--- src/rtl/wwd_pkg.sv ---
package wwd_pkg;

    // Supervisor states
    typedef enum logic [1:0] {
        WD_OFF  = 2'd0,   // idle, not supervising
        WD_RUN  = 2'd1,   // armed, counting window and timeout
        WD_WAIT = 2'd2,   // fault seen, settling delay before reset
        WD_HOLD = 2'd3    // reset output driven low
    } wd_state_e;

endpackage

--- src/rtl/wwd_tick.sv ---
module wwd_tick #(
    parameter int TICK_CYCLES = 8000
) (
    input  logic clk,
    input  logic rst_n,
    input  logic clr,
    output logic tick
);
    localparam int PRE_W = $clog2(TICK_CYCLES + 1);

    logic [PRE_W-1:0] pre_d, pre_q;

    assign tick = (pre_q == PRE_W'(TICK_CYCLES - 1));

    always_comb begin
        if (clr || tick) pre_d = '0;
        else             pre_d = pre_q + 1'b1;
    end

    always_ff @(posedge clk or negedge rst_n) begin
        if (!rst_n) pre_q <= '0;
        else        pre_q <= pre_d;
    end
endmodule

--- src/rtl/wwd_core.sv ---
module wwd_core
    import wwd_pkg::*;
#(
    parameter int TMO_W         = 4,
    parameter int STEP_TICKS    = 32,
    parameter int PROHIB_CYCLES = 20000,
    parameter int DELAY_CYCLES  = 4,
    parameter int HOLD_TICKS    = 100
) (
    input  logic             clk,
    input  logic             rst_n,
    input  logic             tick,
    input  logic             en_wr,
    input  logic             en_wdata,
    input  logic             tmo_wr,
    input  logic [TMO_W-1:0] tmo_wdata,
    output logic             tick_clr,
    output logic             rst_out_n,
    output wd_state_e        state,
    output logic             early
);
    localparam int MAX_TICKS = (2 ** TMO_W) * STEP_TICKS;
    localparam int MAXT      = (MAX_TICKS > HOLD_TICKS) ? MAX_TICKS : HOLD_TICKS;
    localparam int TCK_W     = $clog2(MAXT + 1);
    localparam int WIN_W     = $clog2(PROHIB_CYCLES + 1);
    localparam int DLY_W     = $clog2(DELAY_CYCLES + 1);

    typedef struct packed {
        wd_state_e        st;
        logic [TMO_W-1:0] fld;
        logic [TCK_W-1:0] tcnt;
        logic [WIN_W-1:0] wcnt;
        logic [DLY_W-1:0] dcnt;
    } core_t;

    core_t            r_d, r_q;
    logic [TCK_W-1:0] limit;
    logic [TCK_W-1:0] tnext;
    logic             ack;

    assign early     = (r_q.wcnt < WIN_W'(PROHIB_CYCLES));
    assign state     = r_q.st;
    assign rst_out_n = (r_q.st != WD_HOLD);

    always_comb begin
        r_d      = r_q;
        tick_clr = 1'b0;
        limit    = TCK_W'((32'(r_q.fld) + 32'd1) * 32'(STEP_TICKS));
        tnext    = r_q.tcnt + 1'b1;
        ack      = en_wr && en_wdata;

        if (tmo_wr) r_d.fld = tmo_wdata;

        case (r_q.st)
            WD_OFF: begin
                if (ack) begin
                    r_d.st   = WD_RUN;
                    r_d.tcnt = '0;
                    r_d.wcnt = '0;
                    tick_clr = 1'b1;
                end
            end
            WD_RUN: begin
                if (early) r_d.wcnt = r_q.wcnt + 1'b1;
                if (tick)  r_d.tcnt = tnext;
                if (tick && (tnext >= limit)) begin
                    // timeout has priority over a simultaneous write
                    r_d.st   = WD_WAIT;
                    r_d.dcnt = '0;
                end else if (en_wr) begin
                    if (!en_wdata) begin
                        r_d.st = WD_OFF;
                    end else if (early) begin
                        r_d.st   = WD_WAIT;
                        r_d.dcnt = '0;
                    end else begin
                        r_d.tcnt = '0;
                        r_d.wcnt = '0;
                        tick_clr = 1'b1;
                    end
                end
            end
            WD_WAIT: begin
                if (r_q.dcnt == DLY_W'(DELAY_CYCLES - 1)) begin
                    r_d.st   = WD_HOLD;
                    r_d.tcnt = '0;
                    tick_clr = 1'b1;
                end else begin
                    r_d.dcnt = r_q.dcnt + 1'b1;
                end
            end
            WD_HOLD: begin
                if (tick) begin
                    if (tnext == TCK_W'(HOLD_TICKS)) r_d.st = WD_OFF;
                    else                              r_d.tcnt = tnext;
                end
            end
            default: r_d.st = WD_OFF;
        endcase
    end

    always_ff @(posedge clk or negedge rst_n) begin
        if (!rst_n) begin
            r_q.st   <= WD_OFF;
            r_q.fld  <= '0;
            r_q.tcnt <= '0;
            r_q.wcnt <= '0;
            r_q.dcnt <= '0;
        end else begin
            r_q <= r_d;
        end
    end
endmodule

--- src/rtl/win_watchdog.sv ---
module win_watchdog
    import wwd_pkg::*;
#(
    parameter int TICK_CYCLES   = 8000,
    parameter int TMO_W         = 4,
    parameter int STEP_TICKS    = 32,
    parameter int PROHIB_CYCLES = 20000,
    parameter int DELAY_CYCLES  = 4,
    parameter int HOLD_TICKS    = 100
) (
    input  logic             clk,
    input  logic             rst_n,
    input  logic             en_wr,
    input  logic             en_wdata,
    input  logic             tmo_wr,
    input  logic [TMO_W-1:0] tmo_wdata,
    output logic             wd_rst_n
);
    logic      tick;
    logic      tick_clr;
    wd_state_e core_state;
    logic      core_early;

    wwd_tick #(
        .TICK_CYCLES(TICK_CYCLES)
    ) u_tick (
        .clk  (clk),
        .rst_n(rst_n),
        .clr  (tick_clr),
        .tick (tick)
    );

    wwd_core #(
        .TMO_W        (TMO_W),
        .STEP_TICKS   (STEP_TICKS),
        .PROHIB_CYCLES(PROHIB_CYCLES),
        .DELAY_CYCLES (DELAY_CYCLES),
        .HOLD_TICKS   (HOLD_TICKS)
    ) u_core (
        .clk      (clk),
        .rst_n    (rst_n),
        .tick     (tick),
        .en_wr    (en_wr),
        .en_wdata (en_wdata),
        .tmo_wr   (tmo_wr),
        .tmo_wdata(tmo_wdata),
        .tick_clr (tick_clr),
        .rst_out_n(wd_rst_n),
        .state    (core_state),
        .early    (core_early)
    );
endmodule

--- config.mk ---
export PLATFORM = sky130hd
export DESIGN_NAME = win_watchdog
export DESIGN_NICKNAME = d
export VERILOG_FILES = /design/src/rtl/wwd_pkg.sv /design/src/rtl/wwd_tick.sv /design/src/rtl/wwd_core.sv /design/src/rtl/win_watchdog.sv
export SDC_FILE = /design/constraint.sdc
export NUM_CORES = 1
export LEC_CHECK = 0
export BUFFER_PORTS_ARGS = -buffer_cell sky130_fd_sc_hd__clkbuf_2
export CAP_MARGIN = 20
export CORE_AREA = 4 4 92 94
export DETAILED_ROUTE_END_ITERATION = 16
export DIE_AREA = 0 0 96 98
export SLEW_MARGIN = 5
export SYNTH_ARGS = -nofsm -noshare
export SYNTH_HDL_FRONTEND = slang
export SYNTH_SLANG_ARGS = --single-unit
--- constraint.sdc ---
create_clock -name clk -period 4.85 [get_ports clk]
set_input_delay 0.97 -clock clk [delete_from_list [all_inputs] [get_ports clk]]
set_output_delay 0.97 -clock clk [all_outputs]
set_load 0.01 [all_outputs]
Word-level counts from Yosys, hierarchy flattened
Index checks and enable logic that the tools add are counted.
{"block": "word_totals", "register_bits": 47, "in_bits": 9, "output_inout_bits": 1, "elab_cells": 73}
{"block": "op_classes", "addsub": 5, "magnitude_cmp": 2, "eq_ne": 17, "muxes": 33, "n_reduce_logical": 10}
{"cell": "25-bit 2-to-1 mux", "count": 3}
{"cell": "28-bit 2-to-1 mux", "count": 2}
{"cell": "10-bit 2-to-1 mux", "count": 4}
{"cell": "10-bit one-hot mux with 4 select lines", "count": 1}
{"cell": "15-bit one-hot mux with 2 select lines", "count": 1}
{"cell": "2-bit 2-to-1 mux", "count": 8}
{"cell": "15-bit by 1-bit adder with 15-bit output, second input constant", "count": 1}
{"cell": "15-bit < comparator, second input constant", "count": 1}
{"cell": "15-bit 2-to-1 mux", "count": 1}
{"cell": "13-bit by 1-bit adder with 13-bit output, second input constant", "count": 1}
{"cell": "13-bit == test, second input constant", "count": 1}
{"cell": "13-bit 2-to-1 mux", "count": 1}
{"cell": "10-bit by 1-bit adder with 10-bit output, second input constant", "count": 1}
{"cell": "10-bit by 7-bit == test with 1-bit output, second input constant", "count": 1}
{"cell": "10-bit >= comparator", "count": 1}
{"cell": "3-bit 2-to-1 mux", "count": 3}
{"cell": "3-bit by 2-bit != test with 1-bit output, second input constant", "count": 3}
{"cell": "2-bit by 1-bit != test with 1-bit output, second input constant", "count": 4}
{"cell": "2-bit one-hot mux with 4 select lines", "count": 1}
{"cell": "1-bit 2-to-1 mux", "count": 6}
{"cell": "2-bit != test, second input constant", "count": 3}
{"cell": "3-bit one-hot mux with 2 select lines", "count": 1}
{"cell": "6-bit AND reduction", "count": 1}
{"cell": "4-bit by 1-bit adder with 5-bit output, second input constant", "count": 1}
{"cell": "13 further kinds", "count": 16}

Logic depth before layout (Yosys ltp)
{"block": "depth", "ltp_word": 8, "mapped_depth": 14}

By module
From an unflattened synthesis, not the netlist that was laid out.
{"block": "unflattened", "cells_unflattened": 326, "area_unflattened_um2": 2964.1}
{"mod": "wwd_core", "instances": 1, "cells_per_inst": 257, "area_each_um2": 2293.4, "seq_area_each_um2": 850.8}
{"mod": "wwd_tick", "instances": 1, "cells_per_inst": 69, "area_each_um2": 670.6, "seq_area_each_um2": 325.3}

Worst setup path after synthesis
OpenSTA, ideal clock, no wires.
{"block": "synth_path", "kind": "register to register", "start": "reg u_core.r_q[18] (netlist bit)", "end": "reg u_core.r_q[0] (netlist bit)", "arrival_time_ns": 3.280, "t_required_ns": 4.723, "slack_ns": 1.442, "stages_incl_launch_ff": 14, "n_path_buf": 0, "period_less_slack_ns": 3.408, "path_cell_list": "dfrtp_1 -> ha_1 -> nand3_1 -> nor2_1 -> nor2b_1 -> or2_2 -> ha_1 -> nor2b_1 -> o211ai_1 -> a21oi_1 -> nor4_2 -> nor2_1 -> o211ai_1 -> mux2_1"}
{"block": "synth_via", "elab_chain_cells": 5}
{"element": "start, declared", "line_no": "wwd_core.sv:36", "rtl": "core_t r_d, r_q;"}
{"element": "start signal, assigned", "line_no": "wwd_core.sv:110", "rtl": "r_q <= r_d;"}
{"element": "10-bit by 1-bit adder with 10-bit output (*)", "line_no": "wwd_core.sv:49", "rtl": "tnext = r_q.tcnt + 1'b1;"}
{"element": "10-bit >= comparator (*)", "line_no": "wwd_core.sv:66", "rtl": "if (tick && (tnext >= limit)) begin"}
{"element": "1-bit logical AND (*)", "line_no": "wwd_core.sv:66"}
{"element": "3-bit by 2-bit != test with 1-bit output (no line) / 3-bit 2-to-1 mux (equally long branches)"}
{"element": "5-bit AND reduction (no line) / 3-bit one-hot mux with 2 select lines (equally long branches)"}
Mark *: on every way between the ends. The rest lies on a longest branch, timed or not.
A chain may end at the register's enable or synchronous reset.

Worst setup path in the final report
Ends and elaborated chain as after synthesis.

==> summary.md <==
| Metric | Value |
|---|---|
| Final setup vio count | `0` |
| Worst-path fanout max | `8` |
| Post-synthesis mux area share | `under 10%` |
| Peak supply drop | `approximately 0.095 mV` |
| Post-CTS resize count | `0` |
| Share of post-route cells with drive strength above 1 | `8.735%` |
| Measured slew at the worst slew-check pin | `0.5972 ns` |
| Simple-Gate Fraction of Synth Area | `about a quarter` |
| Xor and xnor area share after synthesis | `between 5 and 6%` |
| Post-synthesis register bit count | `47` |
| Fin Clk Skew | `0.007217 ns` |
| Vias in the first global route | `about 2300` |
| Number of max-cap violations | `0` |
| Worst-path clk slew | `around 0.090 ns` |
| Post-synth cell types | `55` |
| Row count | `32` |
| First-pass GRT wire length | `10850 um` |
| Worst hold slack | `0.4843 ns` |
| Status | `finished, final reports clean` |
| Crit path kind | `flip-flop to flip-flop` |
| Total CTS buffers | `5` |
| Post-synth EDFFs | `0` |
| Critical path endpoint category | `flip-flop` |
| Net Count, Synth | `about 350` |
| Unrepaired setup endpoints after global routing | `no` |
| Worst-path cell with the longest stage delay | `nor4_2` |
| Synth Area in Compound Gates | `between 15 and 20%` |
| Cts hold-fix bufs | `0` |
| CTS tree | `done` |
| Relative slew margins | `approximately three fifths` |
| Initial Utilization | `roughly 39%` |
| Count leader, synth | `dfrtp_1` |
| Final Critical Period | `3.810 ns` |
| Synthesized instance count | `323` |
| Dpl hpwl | `~4300 um` |
| Number of I/O pins | `10` |
| Combinational share of power | `5.0%` |
| Post-DR vias/cell | `about 5.5` |
| Routability Congestion | `0.8716` |
| Critical path launch point type | `flip-flop` |
| Setup TNS | `0 ns` |
| Critical path origin | `u_core.r_q[18]` |
| Worst r2r path cells | `13` |
| Commonest cells post-synth | `dfrtp_1, nand2_1, nor2_1` |
| Slew Limit Fails | `0` |
| 1st-iter DRT viols | `89` |
| Switch Pwr | `0.0001530 W` |
| GRT Resource Usage Total | `between 10% and 20%` |
| Input/output buffers | `9` |
| Setup WS post-layout | `1.040 ns` |
| Total Power | `0.0006624 W` |
| RR Startpoint | `u_core.r_q[18]` |
| Switching Share | `23.10%` |
| Syn-to-layout area delta | `7.605%` |
| Root Driver | `clkbuf_8` |
| Seq/Total Area, Yosys | `between 30% and 40%` |
| Diode count | `0` |
| Crit-path max cell delay | `0.51 ns` |
| Worst setup path endpoint | `u_core.r_q[0]` |
| Adder-Cell Fraction of Synth Area | `under 10%` |
| Synth Warn # | `0` |
| Core footprint | `7647 sq um` |
| Die Span X | `~96 um` |
| Hold Vio Cnt, Final | `0` |
| Remaining Overflow, GRT | `0` |
| Die Area | `between 9000 and 10000 sq um` |
| Final cycle utilization of the critical path | `78.57%` |
| DR vias | `~2400` |
| Leak Pwr | `roughly 1.4 nW` |
| Initial DRT Pass Iterations | `4` |
| Arr. time, crit path | `around 4.0 ns` |
| Yosys top cell by area | `dfrtp_1` |
| Fin nets | `between 300 and 400` |
| FMAX | `roughly 260 MHz` |
| Hold WC Path Type | `flip-flop to flip-flop` |
| Flop pwr share | `approximately 60%` |
| Longest Clk Path Bufs | `2` |
| Primary FF master, synth | `dfrtp_1` |
| Antenna-violating nets left | `0` |
| Detailed-route wire length per cell | `13.74 um` |
| Crit path required time | `around 5 ns` |
| Post-CTS setup buffer count | `0` |
| Synth top area share | `39.71%` |
| Worst slack at placement | `~1.1 ns` |
| Chip height | `a little under 100 um` |
| DRC Markers | `0` |
| Largest family of logic cells by synthesized area | `simple AND/OR/NAND/NOR gates` |
| Initial antenna violation count | `0` |
| R2R Setup Slk | `roughly 1.0 ns` |
| P per Cell Area | `about 210 nW/um^2` |
| Netlist Area Pre-Place | `about 3000 sq um` |
| CTS sink cnt | `47` |
| Crit-path cells | `ha_1 > nand3_1 > nor2_1 > nor2b_1 > or2_2 > ha_1 > nor2b_1 > o211ai_1 > a21oi_1 > nor4_2 > nor2_1 > o211ai_1 > mux2_1` |
| WL final | `about 6000 um` |
| Top area cells in the synthesized netlist | `dfrtp_1, ha_1, a31oi_1` |
| Asr flop ratio synth | `100.0%` |
| H-tree levels | `2` |
| Largest net degree at the start of global routing | `48` |
| Critical R2R Capture | `u_core.r_q[0]` |
| Mean Syn Cell Area | `about 9.2 sq um` |
| Clock latency on the worst-skew pair | `0.30 ns` |
| Clock Power Share | `approximately a third` |
| Pint | `~0.00051 W` |
==> power groups by stage <==
stage               clock [W]  combinational [W]  sequential (W)
detailed placement          0          0.0000342        0.000406
global placement            0          0.0000336        0.000405
CTS                  0.000246          0.0000343        0.000398
finish               0.000231          0.0000333        0.000398
floorplan                   0          0.0000175        0.000405
global route         0.000260          0.0000392        0.000399
==> sequential cells by signal, summed over array words and instances (netlist names), named ones only <==
register	cells
u_core.r_q	32
u_tick.pre_q	13
u_core.state	1
==> per-stage QoR <==
stage | instance area, sq um | std cells | utilization, %
finish | 3187 | 434 | 41.67
global route | 3187 | 434 | 41.67
CTS | 3187 | 434 | 41.67
detailed placement | 3105 | 426 | 40.61
global placement | 3105 | 426 | 40.61
floorplan | 2962 | 323 | -
==> final cells by class <==
class,count,area (sq um)
Multi-Input combinational cell,250,1673
Tap cell,102,127.6
Fill cell,761,4461
Timing Repair Buffer,13,75.07
Sequential cell,47,1176
Inverter,14,53.80
Clock inverter,1,5.005
Clock buffer,7,76.32
==> critical path, delay by kind of cell, from the launching register on <==
kind	cells	cell delay [ns]
compound gates	3	0.73
flops	1	0.47
fa+ha+maj	2	0.61
simple gates	7	1.52
mux	1	0.36
==> logic make-up (layout without fill, tap and decap cells) <==
kind of cell | after synthesis | count (layout)
simple gates | 134 | 134
compound gates | 70 | 70
flops | 47 | 47
buf+inv | 26 | 35
xor+xnor | 18 | 18
fa+ha+maj | 17 | 17
mux | 11 | 11
==> layout by cell type, fill, tap and decap left out, types with 9 or more instances in the layout <==
cell type,synthesis,layout
inv_1,13,13
nand3_1,25,25
and3_1,14,14
a31oi_1,21,21
clkbuf_2,0,9
xnor2_1,10,10
ha_1,17,17
nand2_1,27,27
a21oi_1,10,10
nor2_1,26,26
dfrtp_1,47,47
==> per-layer routing <==
metal  share of wire [%]  global-route usage, %  vias up
met1                  49                  20.27     1150
met3                 2.3                  2.773        5
li1                    -                      -     1203
met4                0.80                  2.735        0
met2                  47                  21.72       21
met5                   0                      0        -
==> worst min path at each step <==
stage               slack, ns              end  cells past startpoint             from
floorplan                0.44   u_core.r_q[14]                      1   u_core.r_q[14]
global placement         0.47   u_core.r_q[14]                      1   u_core.r_q[14]
detailed placement       0.47   u_core.r_q[14]                      1   u_core.r_q[14]
CTS                      0.49   u_core.r_q[14]                      1   u_core.r_q[14]
global route             0.52  u_tick.pre_q[0]                      1  u_tick.pre_q[0]
finish                   0.48   u_core.r_q[14]                      1   u_core.r_q[14]
Power figures use the tool's default switching activity.
